<file path="config.mk">
export PLATFORM = sky130hd
export DESIGN_NAME = bitarb_monitor
export DESIGN_NICKNAME = d
export VERILOG_FILES = /design/src/rtl/bitarb_pkg.sv /design/src/rtl/bitarb_counter.sv /design/src/rtl/bitarb_judge.sv /design/src/rtl/bitarb_gate.sv /design/src/rtl/bitarb_monitor.sv
export SDC_FILE = /design/constraint.sdc
export NUM_CORES = 1
export LEC_CHECK = 0
export ABC_AREA = 1
export BUFFER_PORTS_ARGS = -buffer_cell sky130_fd_sc_hd__buf_2
export CAP_MARGIN = 20
export CORE_AREA = 2 2 39 41
export DETAILED_ROUTE_END_ITERATION = 16
export DIE_AREA = 0 0 41 43
export GPL_ROUTABILITY_DRIVEN = 0
export PLACE_DENSITY = 0.44
export REMOVE_ABC_BUFFERS = 1
export SKIP_CTS_REPAIR_TIMING = 1
export SYNTH_ARGS = -nofsm -noshare
export SYNTH_HDL_FRONTEND = slang
export SYNTH_HIERARCHICAL = 1
export SYNTH_SLANG_ARGS = --single-unit
export TNS_END_PERCENT = 100
</file>
<file path="constraint.sdc">
create_clock -name clk -period 1.7 [get_ports clk]
set_input_delay 0.085 -clock clk [delete_from_list [all_inputs] [get_ports clk]]
set_output_delay 0.085 -clock clk [all_outputs]
set_load 0.05 [all_outputs]
</file>
<file path="src/rtl/bitarb_pkg.sv">
package bitarb_pkg;
  typedef enum logic {
    LVL_DOMINANT  = 1'b0,
    LVL_RECESSIVE = 1'b1
  } bus_level_e;

  function automatic logic lost_bit(input logic sent, input logic seen);
    return (sent == LVL_RECESSIVE) && (seen == LVL_DOMINANT);
  endfunction
endpackage

</file>
<file path="src/rtl/bitarb_counter.sv">
module bitarb_counter #(
  parameter int ID_BITS = 8
) (
  input  logic clk,
  input  logic rst_n,
  input  logic restart,
  input  logic advance,
  output logic room
);
  localparam int CW = $clog2(ID_BITS + 1);
  localparam logic [CW-1:0] LAST = CW'(ID_BITS);

  logic [CW-1:0] cnt_q;

  always_ff @(posedge clk or negedge rst_n) begin
    if (!rst_n)
      cnt_q <= LAST;
    else if (restart)
      cnt_q <= '0;
    else if (advance && (cnt_q != LAST))
      cnt_q <= cnt_q + 1'b1;
  end

  assign room = (cnt_q != LAST);
endmodule

</file>
<file path="src/rtl/bitarb_judge.sv">
module bitarb_judge
  import bitarb_pkg::*;
(
  input  logic clk,
  input  logic rst_n,
  input  logic restart,
  input  logic compare,
  input  logic sent,
  input  logic seen,
  output logic lost
);
  logic lost_q;

  always_ff @(posedge clk or negedge rst_n) begin
    if (!rst_n)
      lost_q <= 1'b0;
    else if (restart)
      lost_q <= 1'b0;
    else if (compare && lost_bit(sent, seen))
      lost_q <= 1'b1;
  end

  assign lost = lost_q;
endmodule

</file>
<file path="src/rtl/bitarb_gate.sv">
module bitarb_gate
  import bitarb_pkg::*;
(
  input  logic lost,
  input  logic sent,
  output logic drive
);
  always_comb begin
    if (lost) drive = LVL_RECESSIVE;
    else      drive = sent;
  end
endmodule

</file>
<file path="src/rtl/bitarb_monitor.sv">
module bitarb_monitor #(
  parameter int ID_BITS = 8
) (
  input  logic clk,
  input  logic rst_n,
  input  logic normal_mode,
  input  logic frame_start,
  input  logic id_window,
  input  logic sample_stb,
  input  logic tx_bit,
  input  logic rx_bit,
  output logic bus_drive,
  output logic arb_lost,
  output logic id_open
);
  logic room;
  logic cmp_en;

  assign id_open = normal_mode && id_window && room;
  assign cmp_en  = sample_stb && id_open && !frame_start;

  bitarb_counter #(.ID_BITS(ID_BITS)) u_cnt (
    .clk(clk), .rst_n(rst_n), .restart(frame_start),
    .advance(cmp_en), .room(room)
  );

  bitarb_judge u_judge (
    .clk(clk), .rst_n(rst_n), .restart(frame_start),
    .compare(cmp_en), .sent(tx_bit), .seen(rx_bit), .lost(arb_lost)
  );

  bitarb_gate u_gate (
    .lost(arb_lost), .sent(tx_bit), .drive(bus_drive)
  );
endmodule

</file>
==> results.py, run 1 <==
metrics = {
    "floorplanning": {
        "core.rowCount": 14,
        "ioPinCount": 11,
        "core_um2": 1380,
        "die_area_um2": 1760,
        "start_util": 0.240,
        "die_width_um": 41,
        "fp.dieH_um": 43,
    },
    "finish": {
        "syn_to_final_growth_pct": 33.6,
        "n_antenna_cell": 0,
        "nNetsFinal": 67,
        "final_util": 0.320,
        "drive_above_1_share": 0.357,
        "finalNonFillerCells": 72,
    },
    "cts": {
        "cts_sinks": 5,
        "insertion_delay_ns": 0.23,
        "cts_tree": "yes",
        "clkSlewWorstSetupHoldPaths_ns": 0.05,
        "numCtsBuffers": 3,
        "cts_root_buffer": "clkbuf_4",
        "ctsLongestPathBuffers": 2,
        "cts_htree_levels": 1,
    },
    "sta": {
        "finalSetupViolCount": 0,
        "fmax_mhz": 647,
        "tightest_slew_ns": 0.250,
        "clock_skew_ns": 0.00442,
        "timing.hold.ws_ns": 0.0556,
        "finalCritPeriodShare": 0.909,
        "grt_setup_unrepaired": "false",
        "fin_tns_setup_ns": 0,
        "min_period_ns": 1.55,
        "slew_viol_final": 0,
        "max_slew_margin": 0.834,
        "hold_violations": 0,
    },
    "drt": {
        "num_vias": 301,
        "postRouteAntennaNets": 0,
        "vias_per_cell": 4.18,
        "dr.pass1.iters": 1,
        "initialDrtViolationCount": 0,
        "wl_um": 588,
        "routedWlPerCell_um": 8.17,
        "drc": 0,
    },
    "global_route": {
        "overflow": 0,
        "antenna_found_initial": 0,
        "use_met1": 0.112,
        "busiest_layer": "met2",
        "grt_pass1_vias": 269,
        "grt_use_met3": 0.0628,
        "grt_usage": 0.0859,
        "grt_max_degree": 8,
        "use_met2": 0.113,
        "grt_pass1_wl_um": 1000,
    },
    "placement": {
        "dp_hpwl_um": 500,
        "place.port_buffers": 10,
        "dp_cells": 67,
    },
    "setup_path": {
        "crit_path_frequent_cell": "inv_1",
        "start_kind": "register",
        "slowest_stage": "dfrtp_1",
        "arrival_ns": 1.46,
        "critical_path.cell_chain": "inv_1, ha_1, nand3b_4, nand3_2, inv_1, buf_2",
        "crit_fanout": 4,
        "crit_type": "register to primary output",
        "end_kind": "primary output",
        "cp_data_required_time_ns": 1.62,
        "critPathMaxStageDelay_ns": 0.39,
    },
    "synth": {
        "synth_top_family_by_area": "simple AND/OR/NAND/NOR gates",
        "synth_area_leader_cell": "dfrtp_1",
        "yosys.area_share.simple": 0.377,
        "synthTopCellsByCount": "9 x inv_1, 9 x nand2_1, 4 x dfrtp_1",
        "avgSynthCellArea_um2": 8.09,
        "synthMuxAreaShare": 0,
        "synth_adder_area_share": 0.0755,
        "yosys-top-cells-area": "dfrtp_1 30%, inv_1 10%, nand2_1 10%",
        "synth_area_um2": 332,
        "async_reset_ff_frac": 1.00,
        "synth_xor_area_frac": 0,
        "synth_cell_types": 14,
        "synth-edff-count": 0,
        "ys_warn_count": 6,
        "synth_cells": 41,
        "synth-compound-area-share": 0.0453,
        "synth_top_area_share": 0.302,
        "synth_flop_cell": "dfrtp_1",
        "ys_ff_latch": 5,
        "ys_seq_area_frac": 0.381,
    },
    "power": {
        "power.density_nw_per_um2": 672,
        "ir_worst_vdd_mv": 0.426,
        "leakage_uw": 0.000229,
    },
    "hold_path": {
        "min_path_type": "input port to register",
    },
    "run": {
        "cap_violations": 0,
    },
    "outcome": {
        "outcome": "finished clean",
    },
}
[layout by cell type, fill, tap and decap left out]
cell type,Yosys,final
a21oi_2,1,1
a31oi_1,1,1
buf_2,0,10
clkbuf_1,0,1
clkbuf_4,0,3
dfrtp_1,4,4
dfstp_2,1,1
dlygate4sd3_1,0,1
ha_1,2,2
inv_1,9,9
inv_4,1,1
nand2_1,9,9
nand3_1,3,3
nand3_2,2,2
nand3b_4,1,1
nand4_1,3,3
nor2_1,3,3
nor2_4,0,1
[critical path, delay by kind of cell, from the launching register on]
family                   cells  cell delay, ns
AND/OR/NAND/NOR              2            0.21
buffers and inverters        3            0.39
flip-flops                   1            0.39
adder cells (fa/ha/maj)      1            0.24
[cell type report]
cell class | instances | area [µm²]
fill | 159 | 941
multi-input combinational | 26 | 170
sequential | 5 | 126
timing repair buffer | 11 | 60.1
inverter | 10 | 40.0
clock buffer | 4 | 26.3
tap | 16 | 20.0
[cell families (layout without fill, tap and decap cells)]
| group | Yosys count | count (layout) |
|---|---|---|
| and+or+nand+nor | 22 | 22 |
| AOI/OAI and AO/OA | 2 | 2 |
| DFF | 5 | 5 |
| buffers and inverters | 10 | 25 |
| adders and majority gates | 2 | 2 |
[flip-flops by register name, summed over array words and instances (netlist names)]
register,cells
u_cnt/cnt_q,4
u_judge/lost,1
[routing by layer]
| metal | wire length (µm) | vias up | part of all wire |
|---|---|---|---|
| met2 | 258 | 8 | 0.44 |
| li1 | - | 160 | - |
| met1 | 297 | 133 | 0.51 |
| met3 | 32 | 0 | 0.054 |
| met5 | 0 | - | 0 |
| met4 | 0 | 0 | 0 |
[power breakdown]
group | total, µW | switching (µW) | internal, µW
Combinational | 41.9 | 27.6 | 14.4
Clock | 134 | 45.3 | 88.5
Sequential | 122 | 1.24 | 121
Total | 298 | 74.1 | 224
[through the flow]
stage	cell area, µm²	setup slack, ns	power, µW
after global routing	443	0.0401	316
after detailed placement	402	0.0773	163
after global placement	402	0.0996	163
after floorplan	332	0.288	147
final	443	0.155	298
after CTS	428	0.0614	304
[path summary, 6_finish.rpt]
kind	slack [ns]	from	to	cells after the start
worst max-delay path	0.15	u_cnt/cnt_q[0]$_DFFE_PN0P_	id_open	6
worst min-delay path	0.06	frame_start	u_judge/lost$_DFFE_PN0P_	2
worst max register to register	0.18	u_cnt/cnt_q[0]$_DFFE_PN0P_	u_cnt/cnt_q[3]$_DFFE_PN1P_	9
worst min register to register	0.55	u_judge/lost$_DFFE_PN0P_	u_judge/lost$_DFFE_PN0P_	2
max in group asynchronous	1.30	rst_n	u_cnt/cnt_q[3]$_DFFE_PN1P_	2
min in group asynchronous	0.19	rst_n	u_cnt/cnt_q[1]$_DFFE_PN0P_	2
No activity file was read; power rests on OpenSTA's default activity.
==> run 2: changes to the inputs <==
--- a/config.mk
+++ b/config.mk
@@ -5,14 +5,13 @@
 export SDC_FILE = /design/constraint.sdc
 export NUM_CORES = 1
 export LEC_CHECK = 0
-export ABC_AREA = 1
 export BUFFER_PORTS_ARGS = -buffer_cell sky130_fd_sc_hd__buf_2
 export CAP_MARGIN = 20
 export CORE_AREA = 2 2 39 41
 export DETAILED_ROUTE_END_ITERATION = 16
 export DIE_AREA = 0 0 41 43
 export GPL_ROUTABILITY_DRIVEN = 0
-export PLACE_DENSITY = 0.44
+export PLACE_DENSITY = 0.42
 export REMOVE_ABC_BUFFERS = 1
 export SKIP_CTS_REPAIR_TIMING = 1
 export SYNTH_ARGS = -nofsm -noshare
==> results.py, run 2 <==
metrics = {
    "sta": {
        "clock_skew_ns": 0.00379,
        "max_slew_margin": 0.836,
        "tightest_slew_ns": 0.247,
        "hold_violations": 0,
        "fmax_mhz": 595,
        "slew_viol_final": 0,
        "finalSetupViolCount": 0,
        "fin_tns_setup_ns": 0,
        "finalCritPeriodShare": 0.989,
        "grt_setup_unrepaired": "true",
        "min_period_ns": 1.68,
    },
    "power": {
        "leakage_uw": 0.000222,
        "seqPwrFrac": 0.402,
        "pwr-share-comb": 0.140,
        "total_power_uw": 302,
        "power_switching_share": 0.247,
        "p_clk_frac": 0.458,
        "internal_power_uw": 228,
        "ir_worst_vdd_mv": 0.145,
        "power.switching_uw": 74.8,
        "power.density_nw_per_um2": 631,
    },
    "setup_path": {
        "cp_data_required_time_ns": 1.87,
        "critPathLaunch": "u_cnt/cnt_q[1]$_DFFE_PN0P_",
        "r2r_end": "u_cnt/cnt_q[2]$_DFFE_PN0P_",
        "end_kind": "register",
        "reg2reg_from": "u_cnt/cnt_q[1]$_DFFE_PN0P_",
        "crit_fanout": 4,
        "endpoint": "u_cnt/cnt_q[2]$_DFFE_PN0P_",
        "reg2reg_depth": 8,
        "ff2ff_setup_slack_ns": 0.02,
        "crit_type": "register to register",
        "arrival_ns": 1.85,
        "start_kind": "register",
    },
    "synth": {
        "ys_warn_count": 6,
        "yosys.area_share.simple": 0.360,
        "ys_ff_latch": 5,
        "synth_cell_types": 22,
        "synth_top_area_share": 0.324,
        "synthTopCellsByCount": "4 x dfrtp_1, 3 x inv_1, 2 x ha_1, 2 x nand2_1, 2 x nor2_1",
        "synth_top_family_by_area": "simple AND/OR/NAND/NOR gates",
        "async_reset_ff_frac": 1.00,
        "synth-compound-area-share": 0.0850,
        "synthMuxAreaShare": 0,
        "synth_cells": 30,
        "synth_xor_area_frac": 0.0283,
        "yosys-top-cells-area": "dfrtp_1 32%, dfstp_2 8.5%, ha_1 8.1%",
        "synth_area_um2": 309,
        "yosysMostFrequentCell": "dfrtp_1",
        "synth_area_leader_cell": "dfrtp_1",
        "synth-edff-count": 0,
        "avgSynthCellArea_um2": 10.3,
        "synth_flop_cell": "dfrtp_1",
        "synth_adder_area_share": 0.0810,
        "ys_seq_area_frac": 0.409,
    },
    "finish": {
        "finalNonFillerCells": 67,
        "largest_reg_flops": 4,
        "largest_register": "u_cnt/cnt_q",
        "n_antenna_cell": 0,
        "syn_to_final_growth_pct": 55.1,
        "layout_common_cells": "10 x buf_2, 6 x buf_4, 4 x dfrtp_1, 3 x clkbuf_4",
        "nNetsFinal": 62,
        "final_common_cell": "buf_2",
        "drive_above_1_share": 0.569,
    },
    "floorplanning": {
        "die_area_um2": 1760,
        "ioPinCount": 11,
        "die_width_um": 41,
        "core.rowCount": 14,
        "fp.dieH_um": 43,
        "start_util": 0.223,
        "core_um2": 1380,
    },
    "drt": {
        "postRouteAntennaNets": 0,
        "vias_per_cell": 4.31,
        "wl_um": 722,
        "dr.pass1.iters": 4,
        "drc": 0,
        "initialDrtViolationCount": 2,
        "routedWlPerCell_um": 10.8,
        "num_vias": 289,
    },
    "cts": {
        "cts_root_buffer": "clkbuf_4",
        "cts_sinks": 5,
        "cts_tree": "yes",
        "numCtsBuffers": 3,
        "ctsLongestPathBuffers": 2,
        "cts_htree_levels": 1,
        "clkSlewWorstSetupHoldPaths_ns": 0.05,
        "insertion_delay_ns": 0.24,
    },
    "global_route": {
        "grt_max_degree": 9,
        "grt_usage": 0.0915,
        "grt_pass1_vias": 255,
        "grt_pass1_wl_um": 1020,
        "overflow": 0,
        "antenna_found_initial": 0,
    },
    "placement": {
        "dp_hpwl_um": 520,
        "place.port_buffers": 10,
        "dp_cells": 59,
    },
    "run": {
        "cap_violations": 0,
    },
    "outcome": {
        "outcome": "finished clean",
    },
    "hold_path": {
        "min_path_type": "input port to register",
        "hp-start": "frame_start",
    },
}
-- run 2: cell count changes in the layout (fill, tap and decap cells not counted), moves of 2 or more --
cell,before,now
nand2_1,9,1
nand4_1,3,1
inv_1,9,2
nand3_1,3,1
nand3_2,2,0
buf_4,0,6
-- run 2: cell type report --
class | instances | area, µm²
fillers | 149 | 905
multi-input cells | 22 | 190
flip-flops and latches | 5 | 126
repair buffers | 17 | 105
clock buffers | 4 | 26.3
well taps | 16 | 20.0
inverters | 3 | 11.3
-- run 2: worst min path at each step --
stage,end,cells after the start,slack [ns]
2_1_floorplan,u_cnt/cnt_q[0]$_DFFE_PN0P_,0,-0.21
4_1_cts,u_cnt/cnt_q[0]$_DFFE_PN0P_,1,-0.36
3_5_place_dp,u_cnt/cnt_q[1]$_DFFE_PN0P_,1,-0.09
5_1_grt,u_cnt/cnt_q[3]$_DFFE_PN1P_,2,0.1
3_3_place_gp,u_cnt/cnt_q[0]$_DFFE_PN0P_,1,-0.09
6_report,u_cnt/cnt_q[3]$_DFFE_PN1P_,2,0.09
-- run 2: cells by family after synthesis --
group | count (synthesis)
AO/OA/AOI/OAI | 4
adder cells (fa/ha/maj) | 2
buffers and inverters | 3
XOR/XNOR | 1
AND/OR/NAND/NOR | 15
flip-flops | 5
-- run 2: power by group through the flow --
| stage | combinational [µW] | sequential, µW | clock (µW) |
|---|---|---|---|
| finish | 42.4 | 121 | 139 |
| global route | 45.6 | 121 | 153 |
| CTS | 39.3 | 121 | 148 |
| detailed placement | 39.3 | 123 | 0 |
| global placement | 38.8 | 123 | 0 |
| floorplan | 19.1 | 125 | 0 |
-- run 2: critical path, cell delays in order, from the launching register on --
cell,delay [ns]
dfrtp_1,0.36
inv_2,0.06
ha_4,0.16
nand3b_4,0.08
and3_4,0.18
and3b_2,0.21
nand2_2,0.06
or3b_4,0.37
a21oi_2,0.13
-- run 2: metal layers --
metal	track usage	up-vias	wire, µm
li1	-	146	-
met2	0.113	12	350
met5	0	-	0
met4	0.127	0	0
met1	0.117	131	316
met3	0	0	55
-- run 2: stage by stage --
step                setup WS, ns  utilization  hold slack (ns)  cell area [µm²]
global placement          0.0153        0.290          -0.0925              402
global route             -0.0616        0.346           0.0983              479
detailed placement       0.00326        0.290          -0.0894              402
CTS                      -0.0141        0.309           -0.355              428
finish                    0.0180        0.346           0.0862              479
floorplan                 -0.190            -           -0.211              309
==> run 3: changes to the inputs <==
==> constraint.sdc (replaced) <==
create_clock -name clk -period 1.7 [get_ports clk]
set_input_delay 0.085 -clock clk [delete_from_list [all_inputs] [get_ports clk]]
set_output_delay 0.085 -clock clk [all_outputs]
set_load 0.1 [all_outputs]
==> results.py, run 3 (synthesis gave the netlist of run 2 again) <==
metrics = {
    "power": {
        "total_power_uw": 324,
        "power_switching_share": 0.280,
        "p_clk_frac": 0.436,
        "pwr-share-comb": 0.188,
        "seqPwrFrac": 0.376,
        "internal_power_uw": 233,
        "power.switching_uw": 90.5,
        "ir_worst_vdd_mv": 0.191,
        "power.density_nw_per_um2": 666,
        "leakage_uw": 0.000224,
    },
    "setup_path": {
        "crit_type": "register to register",
        "arrival_ns": 1.80,
        "start_kind": "register",
        "r2r_end": "u_cnt/cnt_q[2]$_DFFE_PN0P_",
        "end_kind": "register",
        "slowest_stage": "or3b_1",
        "reg2reg_from": "u_cnt/cnt_q[1]$_DFFE_PN0P_",
        "critPathTopFamily": "simple AND/OR/NAND/NOR gates",
        "reg2reg_depth": 8,
        "crit_fanout": 2,
        "path_buf_inv": 1,
        "ff2ff_setup_slack_ns": 0.07,
        "critical_path.cell_chain": "inv_2, ha_4, nand3b_4, and3_4, and3b_1, nand2_1, or3b_1, a21oi_2",
        "cp_data_required_time_ns": 1.87,
        "critPathMaxStageDelay_ns": 0.37,
    },
    "finish": {
        "finalNonFillerCells": 66,
        "drive_above_1_share": 0.540,
        "n_antenna_cell": 0,
        "syn_to_final_growth_pct": 57.1,
        "largest_reg_flops": 4,
        "final_area_um2": 485,
        "layout_common_cells": "9 x buf_2, 5 x buf_4, 4 x dfrtp_1, 3 x clkbuf_4",
        "nNetsFinal": 61,
        "final_common_cell": "buf_2",
        "largest_register": "u_cnt/cnt_q",
        "fillCellCount": 157,
    },
    "placement": {
        "dp_hpwl_um": 563,
        "place_ws_ns": 0.00344,
        "dp_cells": 61,
        "placed_area_um2": 432,
        "place.port_buffers": 10,
    },
    "drt": {
        "routedWlPerCell_um": 11.7,
        "vias_per_cell": 4.50,
        "num_vias": 297,
        "postRouteAntennaNets": 0,
        "drc": 0,
        "wl_um": 773,
        "dr.pass1.iters": 4,
        "initialDrtViolationCount": 3,
    },
    "floorplanning": {
        "start_util": 0.223,
        "die_area_um2": 1760,
        "die_width_um": 41,
        "fp.dieH_um": 43,
        "ioPinCount": 11,
        "core.rowCount": 14,
        "core_um2": 1380,
    },
    "hold_path": {
        "holdPathStages": 2,
        "hold_path_end": "u_cnt/cnt_q[3]$_DFFE_PN1P_",
        "min_path_type": "input port to register",
        "hp-start": "frame_start",
    },
    "cts": {
        "cts_htree_levels": 1,
        "cts_tree": "yes",
        "cts_root_buffer": "clkbuf_4",
        "ctsLongestPathBuffers": 2,
        "clkSlewWorstSetupHoldPaths_ns": 0.05,
        "insertion_delay_ns": 0.24,
        "cts_sinks": 5,
        "numCtsBuffers": 3,
    },
    "sta": {
        "clock_skew_ns": 0.00102,
        "hold_violations": 0,
        "finalSetupViolCount": 0,
        "grt_setup_unrepaired": "true",
        "slew_viol_final": 0,
        "min_period_ns": 1.63,
        "worst_slack_ns": 0.0725,
        "max_slew_margin": 0.680,
        "fmax_mhz": 614,
        "tightest_slew_ns": 0.483,
        "finalCritPeriodShare": 0.957,
        "fin_tns_setup_ns": 0,
    },
    "outcome": {
        "outcome": "finished clean",
    },
    "run": {
        "cap_violations": 0,
    },
    "global_route": {
        "grt_pass1_wl_um": 1200,
        "grt_pass1_vias": 301,
        "grt_usage": 0.109,
        "grt_max_degree": 9,
        "antenna_found_initial": 0,
        "overflow": 0,
    },
}
[run 3: worst max path at each step]
stage | start | endpoint | slack, ns | cells past startpoint
floorplan | u_cnt/cnt_q[0]$_DFFE_PN0P_ | u_cnt/cnt_q[2]$_DFFE_PN0P_ | -0.32 | 8
global placement | u_cnt/cnt_q[1]$_DFFE_PN0P_ | u_cnt/cnt_q[2]$_DFFE_PN0P_ | 0.04 | 8
detailed placement | u_cnt/cnt_q[1]$_DFFE_PN0P_ | u_cnt/cnt_q[1]$_DFFE_PN0P_ | 0.003 | 8
CTS | u_cnt/cnt_q[1]$_DFFE_PN0P_ | u_cnt/cnt_q[1]$_DFFE_PN0P_ | -0.01 | 8
global route | u_cnt/cnt_q[1]$_DFFE_PN0P_ | u_cnt/cnt_q[1]$_DFFE_PN0P_ | -0.02 | 8
finish | u_cnt/cnt_q[1]$_DFFE_PN0P_ | u_cnt/cnt_q[2]$_DFFE_PN0P_ | 0.07 | 8
[run 3: power groups by stage]
| stage | combinational, µW | clock [µW] | sequential [µW] |
|---|---|---|---|
| 2_1_floorplan | 29.1 | 0 | 126 |
| 3_3_place_gp | 56.4 | 0 | 123 |
| 3_5_place_dp | 57.5 | 0 | 123 |
| 4_1_cts | 58.0 | 149 | 121 |
| 5_1_grt | 65.7 | 155 | 122 |
| 6_report | 60.8 | 141 | 122 |
[run 3: per-stage QoR]
step	hold slack, ns	util
detailed placement	-0.0890	0.312
floorplan	-0.211	-
global placement	-0.0946	0.312
CTS	-0.354	0.331
finish	0.0961	0.351
global route	0.0974	0.351
[run 3: worst register-to-register path: stages (launching register included)]
cell and delay, ns:
dfrtp_1 0.36, inv_2 0.07, ha_4 0.16, nand3b_4 0.07
and3_4 0.18, and3b_1 0.17, nand2_1 0.07, or3b_1 0.37
a21oi_2 0.12
[run 3: cell type report]
| class | count | area (µm²) | area share |
|---|---|---|---|
| clock buffers | 4 | 26.3 | 0.0541 |
| inverters | 3 | 11.3 | 0.0232 |
| multi-input cells | 22 | 189 | 0.389 |
| flip-flops and latches | 5 | 126 | 0.260 |
| well taps | 16 | 20.0 | 0.0412 |
| repair buffers | 16 | 113 | 0.232 |
[run 3: layer usage]
metal / wire, µm / track usage
met3: 47 / 0.0314
met5: 0 / 0
met2: 372 / 0.144
met4: 0 / 0.120
met1: 353 / 0.123
